**src/rtl/wp_pkg.sv**
```systemverilog
package wp_pkg;
  typedef enum logic [1:0] {
    ST_SPIN   = 2'd0,
    ST_READY  = 2'd1,
    ST_HAMMER = 2'd2,
    ST_FEED   = 2'd3
  } wp_state_e;
endpackage

```
**src/rtl/wp_step_timer.sv**
```systemverilog
module wp_step_timer #(
  parameter int DIV_W = 8
) (
  input  logic             clk_i,
  input  logic             rst_ni,
  input  logic             run_i,
  input  logic             clr_i,
  input  logic [DIV_W-1:0] div_i,
  output logic             tick_o
);
  logic [DIV_W-1:0] cnt_q;

  assign tick_o = run_i && (cnt_q == div_i);

  always_ff @(posedge clk_i or negedge rst_ni) begin
    if (!rst_ni)                          cnt_q <= '0;
    else if (!run_i || clr_i || tick_o)   cnt_q <= '0;
    else                                  cnt_q <= cnt_q + 1'b1;
  end


  pulse_width_chk: assert property (@(posedge clk_i) disable iff (!rst_ni)
    (tick_o && div_i != '0) |=> !tick_o);
endmodule

```
**src/rtl/wp_wheel_track.sv**
```systemverilog
module wp_wheel_track #(
  parameter int NUM_WHEELS = 8,
  parameter int NUM_POS    = 12
) (
  input  logic                          clk_i,
  input  logic                          rst_ni,
  input  logic                          restart_i,
  input  logic                          adv_i,
  input  logic                          step_i,
  output logic [$clog2(NUM_WHEELS)-1:0] wheel_o,
  output logic                          last_wheel_o,
  output logic                          last_pos_o
);
  localparam int WW = $clog2(NUM_WHEELS);
  localparam int PW = $clog2(NUM_POS);

  logic [WW-1:0] wheel_q;
  logic [PW-1:0] pos_q;

  assign wheel_o      = wheel_q;
  assign last_wheel_o = (wheel_q == WW'(NUM_WHEELS - 1));
  assign last_pos_o   = (pos_q == PW'(NUM_POS - 1));

  always_ff @(posedge clk_i or negedge rst_ni) begin
    if (!rst_ni) begin
      wheel_q <= '0;
      pos_q   <= '0;
    end else if (restart_i) begin
      wheel_q <= '0;
      pos_q   <= '0;
    end else if (adv_i) begin
      wheel_q <= wheel_q + 1'b1;
      pos_q   <= '0;
    end else if (step_i) begin
      pos_q   <= pos_q + 1'b1;
    end
  end

  // a plain step never runs past the last glyph
  pos_bound_chk: assert property (@(posedge clk_i) disable iff (!rst_ni)
    (step_i && !adv_i && !restart_i) |-> !last_pos_o);
endmodule

```
**src/rtl/wp_hold_timer.sv**
```systemverilog
module wp_hold_timer #(
  parameter int CW = 4
) (
  input  logic          clk_i,
  input  logic          rst_ni,
  input  logic          start_i,
  input  logic [CW-1:0] len_i,
  output logic          done_o
);
  logic [CW-1:0] cnt_q;

  assign done_o = (cnt_q == '0);

  always_ff @(posedge clk_i or negedge rst_ni) begin
    if (!rst_ni)            cnt_q <= '0;
    else if (start_i)       cnt_q <= len_i - 1'b1;
    else if (cnt_q != '0)   cnt_q <= cnt_q - 1'b1;
  end


  hold_len_chk: assert property (@(posedge clk_i) disable iff (!rst_ni)
    (start_i && len_i > CW'(1)) |=> !done_o);
endmodule

```
**src/rtl/wheel_printer_seq.sv**
```systemverilog
module wheel_printer_seq
  import wp_pkg::*;
#(
  parameter int NUM_WHEELS = 8,
  parameter int NUM_POS    = 12,
  parameter int DIV_W      = 8,
  parameter int HAMMER_CYC = 4,
  parameter int FEED_CYC   = 6
) (
  input  logic                          clk_i,
  input  logic                          rst_ni,
  input  logic [DIV_W-1:0]              step_div_i,
  input  logic                          block_i,
  input  logic                          fire_i,
  output logic                          step_o,
  output logic [$clog2(NUM_WHEELS)-1:0] wheel_o,
  output logic                          ready_o,
  output logic                          hammer_o,
  output logic                          feed_o
);
  localparam int WW       = $clog2(NUM_WHEELS);
  localparam int HOLD_MAX = (HAMMER_CYC > FEED_CYC) ? HAMMER_CYC : FEED_CYC;
  localparam int HW       = $clog2(HOLD_MAX + 1);

  wp_state_e     state_q, state_d;
  logic          tick, adv, last_wheel, last_pos, restart;
  logic          hold_start, hold_done;
  logic [HW-1:0] hold_len;
  logic [WW-1:0] wheel;

  wire spinning = (state_q == ST_SPIN);

  // block wins; a full revolution also ends the wheel
  assign adv = spinning && (block_i || (tick && last_pos));

  wp_step_timer #(.DIV_W(DIV_W)) u_timer (
    .clk_i  (clk_i),
    .rst_ni (rst_ni),
    .run_i  (spinning),
    .clr_i  (adv),
    .div_i  (step_div_i),
    .tick_o (tick)
  );

  wp_wheel_track #(.NUM_WHEELS(NUM_WHEELS), .NUM_POS(NUM_POS)) u_track (
    .clk_i        (clk_i),
    .rst_ni       (rst_ni),
    .restart_i    (restart),
    .adv_i        (adv && !last_wheel),
    .step_i       (tick && !adv),
    .wheel_o      (wheel),
    .last_wheel_o (last_wheel),
    .last_pos_o   (last_pos)
  );

  wp_hold_timer #(.CW(HW)) u_hold (
    .clk_i   (clk_i),
    .rst_ni  (rst_ni),
    .start_i (hold_start),
    .len_i   (hold_len),
    .done_o  (hold_done)
  );

  always_comb begin
    state_d    = state_q;
    hold_start = 1'b0;
    hold_len   = HW'(HAMMER_CYC);
    restart    = 1'b0;
    unique case (state_q)
      ST_SPIN:   if (adv && last_wheel) state_d = ST_READY;
      ST_READY:  if (fire_i) begin
                   state_d    = ST_HAMMER;
                   hold_start = 1'b1;
                   hold_len   = HW'(HAMMER_CYC);
                 end
      ST_HAMMER: if (hold_done) begin
                   state_d    = ST_FEED;
                   hold_start = 1'b1;
                   hold_len   = HW'(FEED_CYC);
                 end
      ST_FEED:   if (hold_done) begin
                   state_d = ST_SPIN;
                   restart = 1'b1;
                 end
      default:   state_d = ST_SPIN;
    endcase
  end

  always_ff @(posedge clk_i or negedge rst_ni) begin
    if (!rst_ni) state_q <= ST_SPIN;
    else         state_q <= state_d;
  end

  assign step_o   = tick;
  assign wheel_o  = wheel;
  assign ready_o  = (state_q == ST_READY);
  assign hammer_o = (state_q == ST_HAMMER);
  assign feed_o   = (state_q == ST_FEED);


  wheel_order_chk: assert property (@(posedge clk_i) disable iff (!rst_ni)
    !$stable(wheel_o) |-> (wheel_o == $past(wheel_o) + 1'b1 || wheel_o == '0));

  ready_hold_chk: assert property (@(posedge clk_i) disable iff (!rst_ni)
    (ready_o && !fire_i) |=> (ready_o && !step_o));

  hammer_entry_chk: assert property (@(posedge clk_i) disable iff (!rst_ni)
    $rose(hammer_o) |-> ($past(ready_o) && $past(fire_i)));

  feed_after_hammer_chk: assert property (@(posedge clk_i) disable iff (!rst_ni)
    $fell(hammer_o) |-> feed_o);

  line_restart_chk: assert property (@(posedge clk_i) disable iff (!rst_ni)
    $fell(feed_o) |-> (wheel_o == '0 && !ready_o && !hammer_o));
endmodule

```
**config.mk**
```make
export PLATFORM = sky130hd
export DESIGN_NAME = wheel_printer_seq
export DESIGN_NICKNAME = d
export VERILOG_FILES = /design/src/rtl/wp_pkg.sv /design/src/rtl/wp_step_timer.sv /design/src/rtl/wp_wheel_track.sv /design/src/rtl/wp_hold_timer.sv /design/src/rtl/wheel_printer_seq.sv
export SDC_FILE = /design/constraint.sdc
export NUM_CORES = 1
export LEC_CHECK = 0
export BUFFER_PORTS_ARGS = -buffer_cell sky130_fd_sc_hd__buf_4
export CAP_MARGIN = 10
export CORE_AREA = 2 2 59 61
export CTS_CLUSTER_DIAMETER = 100
export DETAILED_ROUTE_END_ITERATION = 10
export DIE_AREA = 0 0 61 63
export SYNTH_ARGS = -nofsm -noshare
export SYNTH_HDL_FRONTEND = slang
export SYNTH_SLANG_ARGS = --single-unit
```
**constraint.sdc**
```tcl
create_clock -name clk_i -period 5 [get_ports clk_i]
set_input_delay 0.25 -clock clk_i [delete_from_list [all_inputs] [get_ports clk_i]]
set_output_delay 0.25 -clock clk_i [all_outputs]
set_load 0.01 [all_outputs]
```
==> metrics.md, run 1 <==
| Metric | Value |
|---|---|
| R2R Setup Slk | `2.91 ns` |
| Syn_nets | `between 100 and 150` |
| I/O pin cnt | `19` |
| Fmax | `around 0.46 GHz` |
| Slew Viols, Final | `0` |
| Reg2reg end | `u_track.pos_q[2]$_DFFE_PN0P_` |
| Top Family by Delay on Critical Path | `simple AND/OR/NAND/NOR gates` |
| Psw | `0.000248 W` |
| Status | `completed` |
| Worst slack at placement | `2.93 ns` |
| Worst path arrival time | `1.93 ns` |
| Cts bufs inserted | `3` |
| DR WL/cell | `12.3 um` |
| Die width | `61 um` |
| Clock sinks | `20` |
| All-layer global routing usage | `between 10% and 20%` |
| Initial core utilization | `36.5%` |
| Clk Latency, worst-skew pair | `about 0.31 ns` |
| Number of global-route vias before repair | `between 900 and 1k` |
| EDFF count, synth | `0` |
| Worst setup EP type | `primary output` |
| Detailed Place HPWL | `around 1700 um` |
| Final WS setup | `2.82 ns` |
| HP Class | `in -> reg` |
| CTS tree | `yes` |
| Non-Filler Instances | `between 150 and 200` |
| NumNets Final | `168` |
| Ys Warns | `0` |
| Sw Share | `40.0%` |
| Power Dens Cells | `between 400 and 500 nW/um^2` |
| Area of the mapped netlist | `1180 um^2` |
| Final wirelength | `2340 um` |
| Gate power share | `between 40% and 50%` |
| Max cap viols | `0` |
| Core area | `3230 um^2` |
| Antenna violations before repair | `0` |
| Worst Reg-to-Reg Cells | `5` |
| Post-CTS Setup Inserts | `0` |
| CP peak stage delay | `0.45 ns` |
| DR vias/cell | `4.97` |
| Seq/Total Area, Yosys | `42.4%` |
| Gpl congestion | `0.864` |
| Post-synth ARST share | `100%` |
| M3 GR Usage | `3.93%` |
| Crit path buffers/inverters | `1` |
| Area grow syn2layout | `19.8%` |
| Met1 GRT Util | `17.8%` |
| Critical Path RT | `4.75 ns` |
| Reg power frac | `a little under two fifths` |
| Worst setup SP type | `register` |
| Ranking of synthesized cells by area | `dfrtp_1, ha_1, xor2_1` |
| First-pass GRT wire length | `4000 um` |
| Cells along the critical path | `xor2_1 > nor4_4 > nand3b_1 > nor2_1 > buf_4` |
| Final setup violating endpoints | `0` |
| Total grt overflow | `0` |
| Number of diodes | `0` |
| Reg area | `between 500 and 600 um^2` |
| Distinct cell type count after synthesis | `30` |
| Yosys top cell by area | `dfrtp_1` |
| Synth Register Bits | `20` |
| Maximum vdd drop | `0.239 mV` |
| Final min period | `2.18 ns` |
| DRT Pass-1 Iters | `4` |
| Crit path depth | `5` |
| Final ANT Viol Nets | `0` |
| Leak | `0.674 nW` |
| Setup TNS | `0 ns` |
| 1st-iter DRT viols | `45` |
| Die H | `around 63 um` |
| Worst-path fanout max | `11` |
| GR peak layer | `met2` |
| Fill count | `between 300 and 400` |
| Die area | `about 3800 um^2` |
| RSZ-0062 raised after global routing | `false` |
| Synth top area share | `42.4%` |
| Slew headroom | `roughly 62%` |
| Pint | `0.000371 W` |
| Cells after Synth | `123` |
| Layout cells sized above 1 | `17.2%` |
| IO buf count | `18` |
| Worst-path clk slew | `0.12 ns` |
| Slowest-stage cell, CP | `dfrtp_1` |
| RR Startpoint | `u_timer.cnt_q[2]$_DFF_PN0_` |
| Clock Skews | `~0.013 ns` |
| Met2 Use GR | `21.5%` |
| Max Root-Sink Buffers | `2` |
| Clk pwr share | `around 16%` |
| Period Utilization, post-route | `43.5%` |
| Largest net degree at the start of global routing | `21` |
| Row count | `21` |
| Root buf cell | `clkbuf_4` |
| Crit path from | `u_timer.cnt_q[2]$_DFF_PN0_` |
| HP Start | `fire_i` |
| Final Util | `43.8%` |
| Post-Syn Area per Cell | `roughly 9.6 um^2` |
| Placed insts | `approximately 190` |
| Hold Vio Cnt, Final | `0` |
| Worst Setup EP | `step_o` |
| Tightest Pin Transition | `0.566 ns` |
| Synth Flop Type | `dfrtp_1` |
| WS Path Type | `reg -> out` |
| DRC Markers | `0` |
| Detailed-route via count | `950` |
| Multi-input gate area | `653 um^2` |
| # H-tree levels | `1` |
-- what timing repair did --
action,in CTS,in global routing
hold endpoints to repair,20,0
resized for setup,0,0
hold buffers,1,0
-- flip-flops by register name (all words and copies together), names as in the netlist --
name and count:
u_timer.cnt_q 8, u_track.pos_q 4, u_hold.cnt_q 3, u_track.wheel_o 3
state_q 2
-- layer usage --
metal	share of wire [%]	vias to the layer above	wire length, um
met5	0	-	0
met4	1.5	0	34
met3	5.9	4	138
met2	47	19	1090
met1	46	455	1080
li1	-	472	-
-- worst reg2reg max path, delay by kind of cell, from the launching register on --
kind / cells / cell delay [ns]
DFF: 1 / 0.45
AOI/OAI and AO/OA: 1 / 0.15
and+or+nand+nor: 3 / 1.25
xor gates and xnor gates: 1 / 0.18
-- layout make-up --
| cell class | count | area share (%) |
|---|---|---|
| inverter | 6 | 1.59 |
| tap | 46 | 4.07 |
| clock buffer | 4 | 2.56 |
| multi-input combinational | 96 | 46.2 |
| sequential | 20 | 35.4 |
| timing repair buffer | 19 | 10.3 |
-- synth_stat cells, drive strengths merged (2+ instances only) --
| master | n |
|---|---|
| or3 | 3 |
| and3 | 3 |
| nor2 | 12 |
| nand3 | 9 |
| ha | 10 |
| dfrtp | 20 |
| nor4 | 2 |
| nand2 | 10 |
| nand3b | 2 |
| inv | 6 |
| xor2 | 14 |
| nand2b | 2 |
| a21oi | 8 |
| nor3 | 3 |
| o21ai | 7 |
-- through the flow --
stage,hold WS [ns],total power (W),instance area [um^2]
3_3_place_gp,0.149,0.000520,1370
4_1_cts,0.328,0.000627,1420
3_5_place_dp,0.151,0.000528,1370
6_report,0.335,0.000619,1420
2_1_floorplan,-0.0456,0.000434,1180
5_1_grt,0.340,0.000680,1420
-- cells by family (layout without fill, tap and decap cells) --
family | count (synthesis) | after routing | share of synthesized area [%]
DFF | 20 | 20 | 42.4
and+or+nand+nor | 48 | 48 | 21.5
adders and majority gates | 10 | 10 | 10.6
AOI/OAI and AO/OA | 21 | 21 | 10.3
muxes | 2 | 2 | 1.80
xor gates and xnor gates | 15 | 15 | 11.1
buffers and inverters | 7 | 29 | 2.33
-- how the worst min path moves through the flow --
stage                                        to  slack [ns]  cells after the start
floorplan                state_q[0]$_DFFE_PN0P_       -0.05                      0
global placement     u_timer.cnt_q[4]$_DFF_PN0_        0.15                      1
detailed placement   u_timer.cnt_q[4]$_DFF_PN0_        0.15                      1
CTS                 u_hold.cnt_q[0]$_DFFE_PN0P_        0.33                      4
global route         u_timer.cnt_q[1]$_DFF_PN0_        0.34                      3
finish              u_hold.cnt_q[0]$_DFFE_PN0P_        0.33                      4
-- power by group through the flow --
| stage | clock (W) | combinational (W) | sequential [W] |
|---|---|---|---|
| after floorplan | 0 | 0.000202 | 0.000232 |
| after global placement | 0 | 0.000287 | 0.000232 |
| after detailed placement | 0 | 0.000294 | 0.000234 |
| after CTS | 0.0000991 | 0.000296 | 0.000232 |
| after global routing | 0.000110 | 0.000333 | 0.000236 |
| final | 0.0000957 | 0.000292 | 0.000232 |
-- layout by cell type (no fill, tap or decap), drive strengths merged, types with 2 or more instances in the layout --
cell type  netlist  layout
xor2            14      14
dfrtp           20      20
and3             3       3
or3              3       3
o21ai            7       7
nand3b           2       2
inv              6       6
nand3            9       9
nand2           10      10
ha              10      10
nor2            12      12
clkbuf           0       4
buf              1      18
nor3             3       3
nand2b           2       2
a21oi            8       8
nor4             2       2
(Power assumes the default switching activity.)
==> inputs of run 2 (changes only) <==
- ABC_AREA: not set -> 1
- CORE_AREA: 2 2 59 61 -> 2 2 64 66
- DIE_AREA: 0 0 61 63 -> 0 0 66 68
- clock period: 5 -> 2.22 ns (I/O delays scaled with it)
==> run 2 against run 1 <==
  * Clock-buffer cell count down 1
  * Via count up 32%
  * Global-route usage up 0.60 points
  * Sequential share of layout area down 5.0 points
  * Synthesized area up 18%
  * Register-to-register slack worse by 2.6 ns
  * Cell count up 45%
  * First-iteration DRC count up 6.7%
  * Power up 140%
  * Die area up 17%
  * Non-clock buffer count up 2
  * Largest cell class unchanged
  * Largest power group unchanged
  * Highest routed layer unchanged
==> metrics.md, run 2 <==
| Metric | Value |
|---|---|
| Yosys top cell by area | `dfrtp_1 (unchanged)` |
| Worst-path fanout max | `7 (was 11)` |
| Cells after Synth | `204 (was 123)` |
| Final min period | `a little under 2 ns` |
| Ranking of synthesized cells by area | `dfrtp_1, nand2_1, inv_1 (was dfrtp_1, ha_1, xor2_1)` |
| Die area | `4490 um^2 (was 3840 um^2)` |
| Initial core utilization | `36.3% (was 36.5%)` |
| Largest register FFs | `8 (unchanged)` |
| Max cap viols | `0 (unchanged)` |
| Seq/Total Area, Yosys | `35.8% (was 42.4%)` |
| Hold Vio Cnt, Final | `0 (unchanged)` |
| Tightest Pin Transition | `0.425 ns (was 0.566 ns)` |
| Largest net degree at the start of global routing | `21 (unchanged)` |
| Die H | `68 um (was 63 um)` |
| Most common cell after layout, fill and taps aside | `nand2_1 (was dfrtp_1)` |
| Status | `completed (unchanged)` |
| Area of the mapped netlist | `1400 um^2 (was 1180 um^2)` |
| Placed insts | `272 (was 186)` |
| Syn_nets | `226 (was 145)` |
| Area grow syn2layout | `17.8% (was 19.8%)` |
| Total grt overflow | `0 (unchanged)` |
| Synth top area share | `35.8% (was 42.4%)` |
| Root buf cell | `clkbuf_8 (was clkbuf_4)` |
| Distinct cell type count after synthesis | `22 (was 30)` |
| Post-Layout Inst Area | `1650 um^2 (was 1420 um^2)` |
| Slew headroom | `71.5% (was 62.1%)` |
| Clock sinks | `20 (unchanged)` |
| IO buf count | `18 (unchanged)` |
| Worst setup EP type | `register (was primary output)` |
| Pwr Total | `0.00149 W (was 0.000619 W)` |
| Synth Register Bits | `20 (unchanged)` |
| All-layer global routing usage | `14.4% (was 13.8%)` |
| RSZ-0062 raised after global routing | `false (unchanged)` |
| Most frequent cells after synthesis | `nand2_1, inv_1, nor2_1 (was dfrtp_1, xor2_1, nor2_1)` |
| Final wirelength | `2770 um (was 2340 um)` |
| Maximum vdd drop | `0.426 mV (was 0.239 mV)` |
| Final Util | `42.7% (was 43.8%)` |
| Critical Path RT | `2.36 ns (was 4.75 ns)` |
| I/O pin cnt | `19 (unchanged)` |
| Ys Warns | `0 (unchanged)` |
| Clk Latency, worst-skew pair | `0.25 ns (was 0.31 ns)` |
| DR WL/cell | `10.0 um (was 12.3 um)` |
| Core area | `3860 um^2 (was 3230 um^2)` |
| Most frequent cells in the layout | `nand2_1, inv_1, nor2_1, buf_4, dfrtp_1 (was dfrtp_1, buf_4, xor2_1, nor2_1)` |
| # H-tree levels | `1 (unchanged)` |
| Worst-path clk slew | `0.07 ns (was 0.12 ns)` |
| Worst setup SP type | `register (unchanged)` |
| Leak | `0.931 nW (was 0.674 nW)` |
| Non-Filler Instances | `276 (was 191)` |
| Slowest-stage cell, CP | `dfrtp_1 (unchanged)` |
| Max Root-Sink Buffers | `2 (unchanged)` |
| Clock Skews | `0.00431 ns (was 0.0130 ns)` |
| Placement Cell Area | `1600 um^2 (was 1370 um^2)` |
| HP Class | `in -> reg (unchanged)` |
| Number of global-route vias before repair | `1174 (was 925)` |
| Power Dens Cells | `905 nW/um^2 (was 437 nW/um^2)` |
| WS Path Type | `reg -> reg (was reg -> out)` |
| Biggest regs | `u_timer.cnt_q x8, u_track.pos_q x4 (unchanged)` |
| Crit path top cell by count | `inv_1` |
| Cts bufs inserted | `3 (unchanged)` |
| Layout cells sized above 1 | `12.8% (was 17.2%)` |
| CP peak stage delay | `0.42 ns (was 0.45 ns)` |
| Antenna violations before repair | `0 (unchanged)` |
| First-pass GRT wire length | `5010 um (was 4000 um)` |
| Period Utilization, post-route | `86.6%` |
| Slew Viols, Final | `0 (unchanged)` |
| CTS tree | `yes (unchanged)` |
| Die width | `66 um (was 61 um)` |
| Reg with most FFs | `u_timer.cnt_q (unchanged)` |
| 1st-iter DRT viols | `48 (was 45)` |
| EDFF count, synth | `0 (unchanged)` |
| Synth Flop Type | `dfrtp_1 (unchanged)` |
| Most common cell in the synthesized netlist | `nand2_1 (was dfrtp_1)` |
| Post-CTS Setup Inserts | `0 (unchanged)` |
| Gpl congestion | `0.763 (was 0.864)` |
| Post-synth ARST share | `100% (unchanged)` |
| Final ANT Viol Nets | `0 (unchanged)` |
| Setup TNS | `0 ns (unchanged)` |
| Post-Syn Area per Cell | `6.86 um^2 (was 9.60 um^2)` |
| Cells along the critical path | `inv_1 > ha_1 > inv_1 > nor2_1 > inv_1 > nand2_1 > nand2_1 > o21ai_1 > inv_1 > ha_1 > o21ai_0 > a21oi_1 (was xor2_1 > nor4_4 > nand3b_1 > nor2_1 > buf_4)` |
| Final setup violating endpoints | `0 (unchanged)` |
| Fmax | `0.520 GHz` |
| DR vias/cell | `4.56 (was 4.97)` |
| Detailed Place HPWL | `2180 um (was 1740 um)` |
| Detailed-route via count | `1258 (was 950)` |
| DRC Markers | `0 (unchanged)` |
| DRT Pass-1 Iters | `4 (unchanged)` |
| Row count | `23 (was 21)` |
| NumNets Final | `250 (was 168)` |
| Number of diodes | `0 (unchanged)` |
| Worst path arrival time | `2.06 ns (was 1.93 ns)` |
[run 2: changes by cell type after synthesis, moves of 7 or more]
cell	change
inv_1	+31
nand2_1	+54
nand3_1	+7
nor2_1	+9
o21ai_1	-7
xor2_1	-9
[run 2: per-stage QoR]
stage / hold slack [ns] / worst slack (ns)
2_1_floorplan: -0.185 / 0.442
3_3_place_gp: 0.0117 / 0.319
3_5_place_dp: 0.0115 / 0.312
4_1_cts: 0.273 / 0.280
5_1_grt: 0.295 / 0.0265
6_report: 0.274 / 0.298
[run 2: layer usage]
layer  up-vias  share of wire (%)  GRT usage [%]
li1        680                  -              -
met1       552                 51           19.5
met2        24                 44           23.2
met3         2                4.1           2.30
met4         0                1.2           5.36
met5         -                  0              0
[run 2: worst max-delay path: cells and delay by family (launching register included)]
kind            cells  cell delay (ns)
flops               1             0.42
fa+ha+maj           2             0.45
compound gates      3             0.38
buf+inv             4             0.28
simple gates        3             0.27
[run 2: cell families (layout without fill, tap and decap cells)]
group	count (synthesis)	count (layout)	share of synthesized area, %
AND/OR/NAND/NOR	120	120	37.6
flip-flops	20	20	35.8
buffers and inverters	40	62	11.3
adder cells (fa/ha/maj)	10	10	8.94
AO/OA/AOI/OAI	9	9	3.31
XOR/XNOR	5	5	3.13
[run 2: cell type report]
cell class	instances	area, um^2
Inverter	38	143
Timing Repair Buffer	21	160
Multi-Input combinational cell	144	741
Sequential cell	20	500
Tap cell	50	62.6
Clock buffer	3	41.3
Fill cell	411	2210
[run 2: repair_timing]
item,4_1_cts,5_1_grt
endpoints found under the setup margin,0,1
resized for setup,0,1
hold buffers,1,0
endpoints found under the hold margin,20,0
[run 2: final timing paths]
check / from / end / slack, ns / depth (start not counted)
max in group asynchronous: rst_ni / u_hold.cnt_q[2]$_DFFE_PN0P_ / 1.73 / 2
worst min-delay path: fire_i / state_q[0]$_DFFE_PN0P_ / 0.27 / 5
worst min register to register: u_timer.cnt_q[0]$_DFF_PN0_ / u_timer.cnt_q[0]$_DFF_PN0_ / 0.49 / 1
worst max-delay path: state_q[0]$_DFFE_PN0P_ / u_hold.cnt_q[2]$_DFFE_PN0P_ / 0.30 / 12
min in group asynchronous: rst_ni / state_q[1]$_DFFE_PN0P_ / 0.28 / 2
worst max register to register: state_q[0]$_DFFE_PN0P_ / u_hold.cnt_q[2]$_DFFE_PN0P_ / 0.30 / 12
[run 2: where the power goes]
group          internal, W  total [W]  switching [W]
combinational     0.000301   0.000719       0.000418
sequential        0.000462   0.000543      0.0000814
clock             0.000120   0.000229       0.000108
total             0.000884    0.00149       0.000607
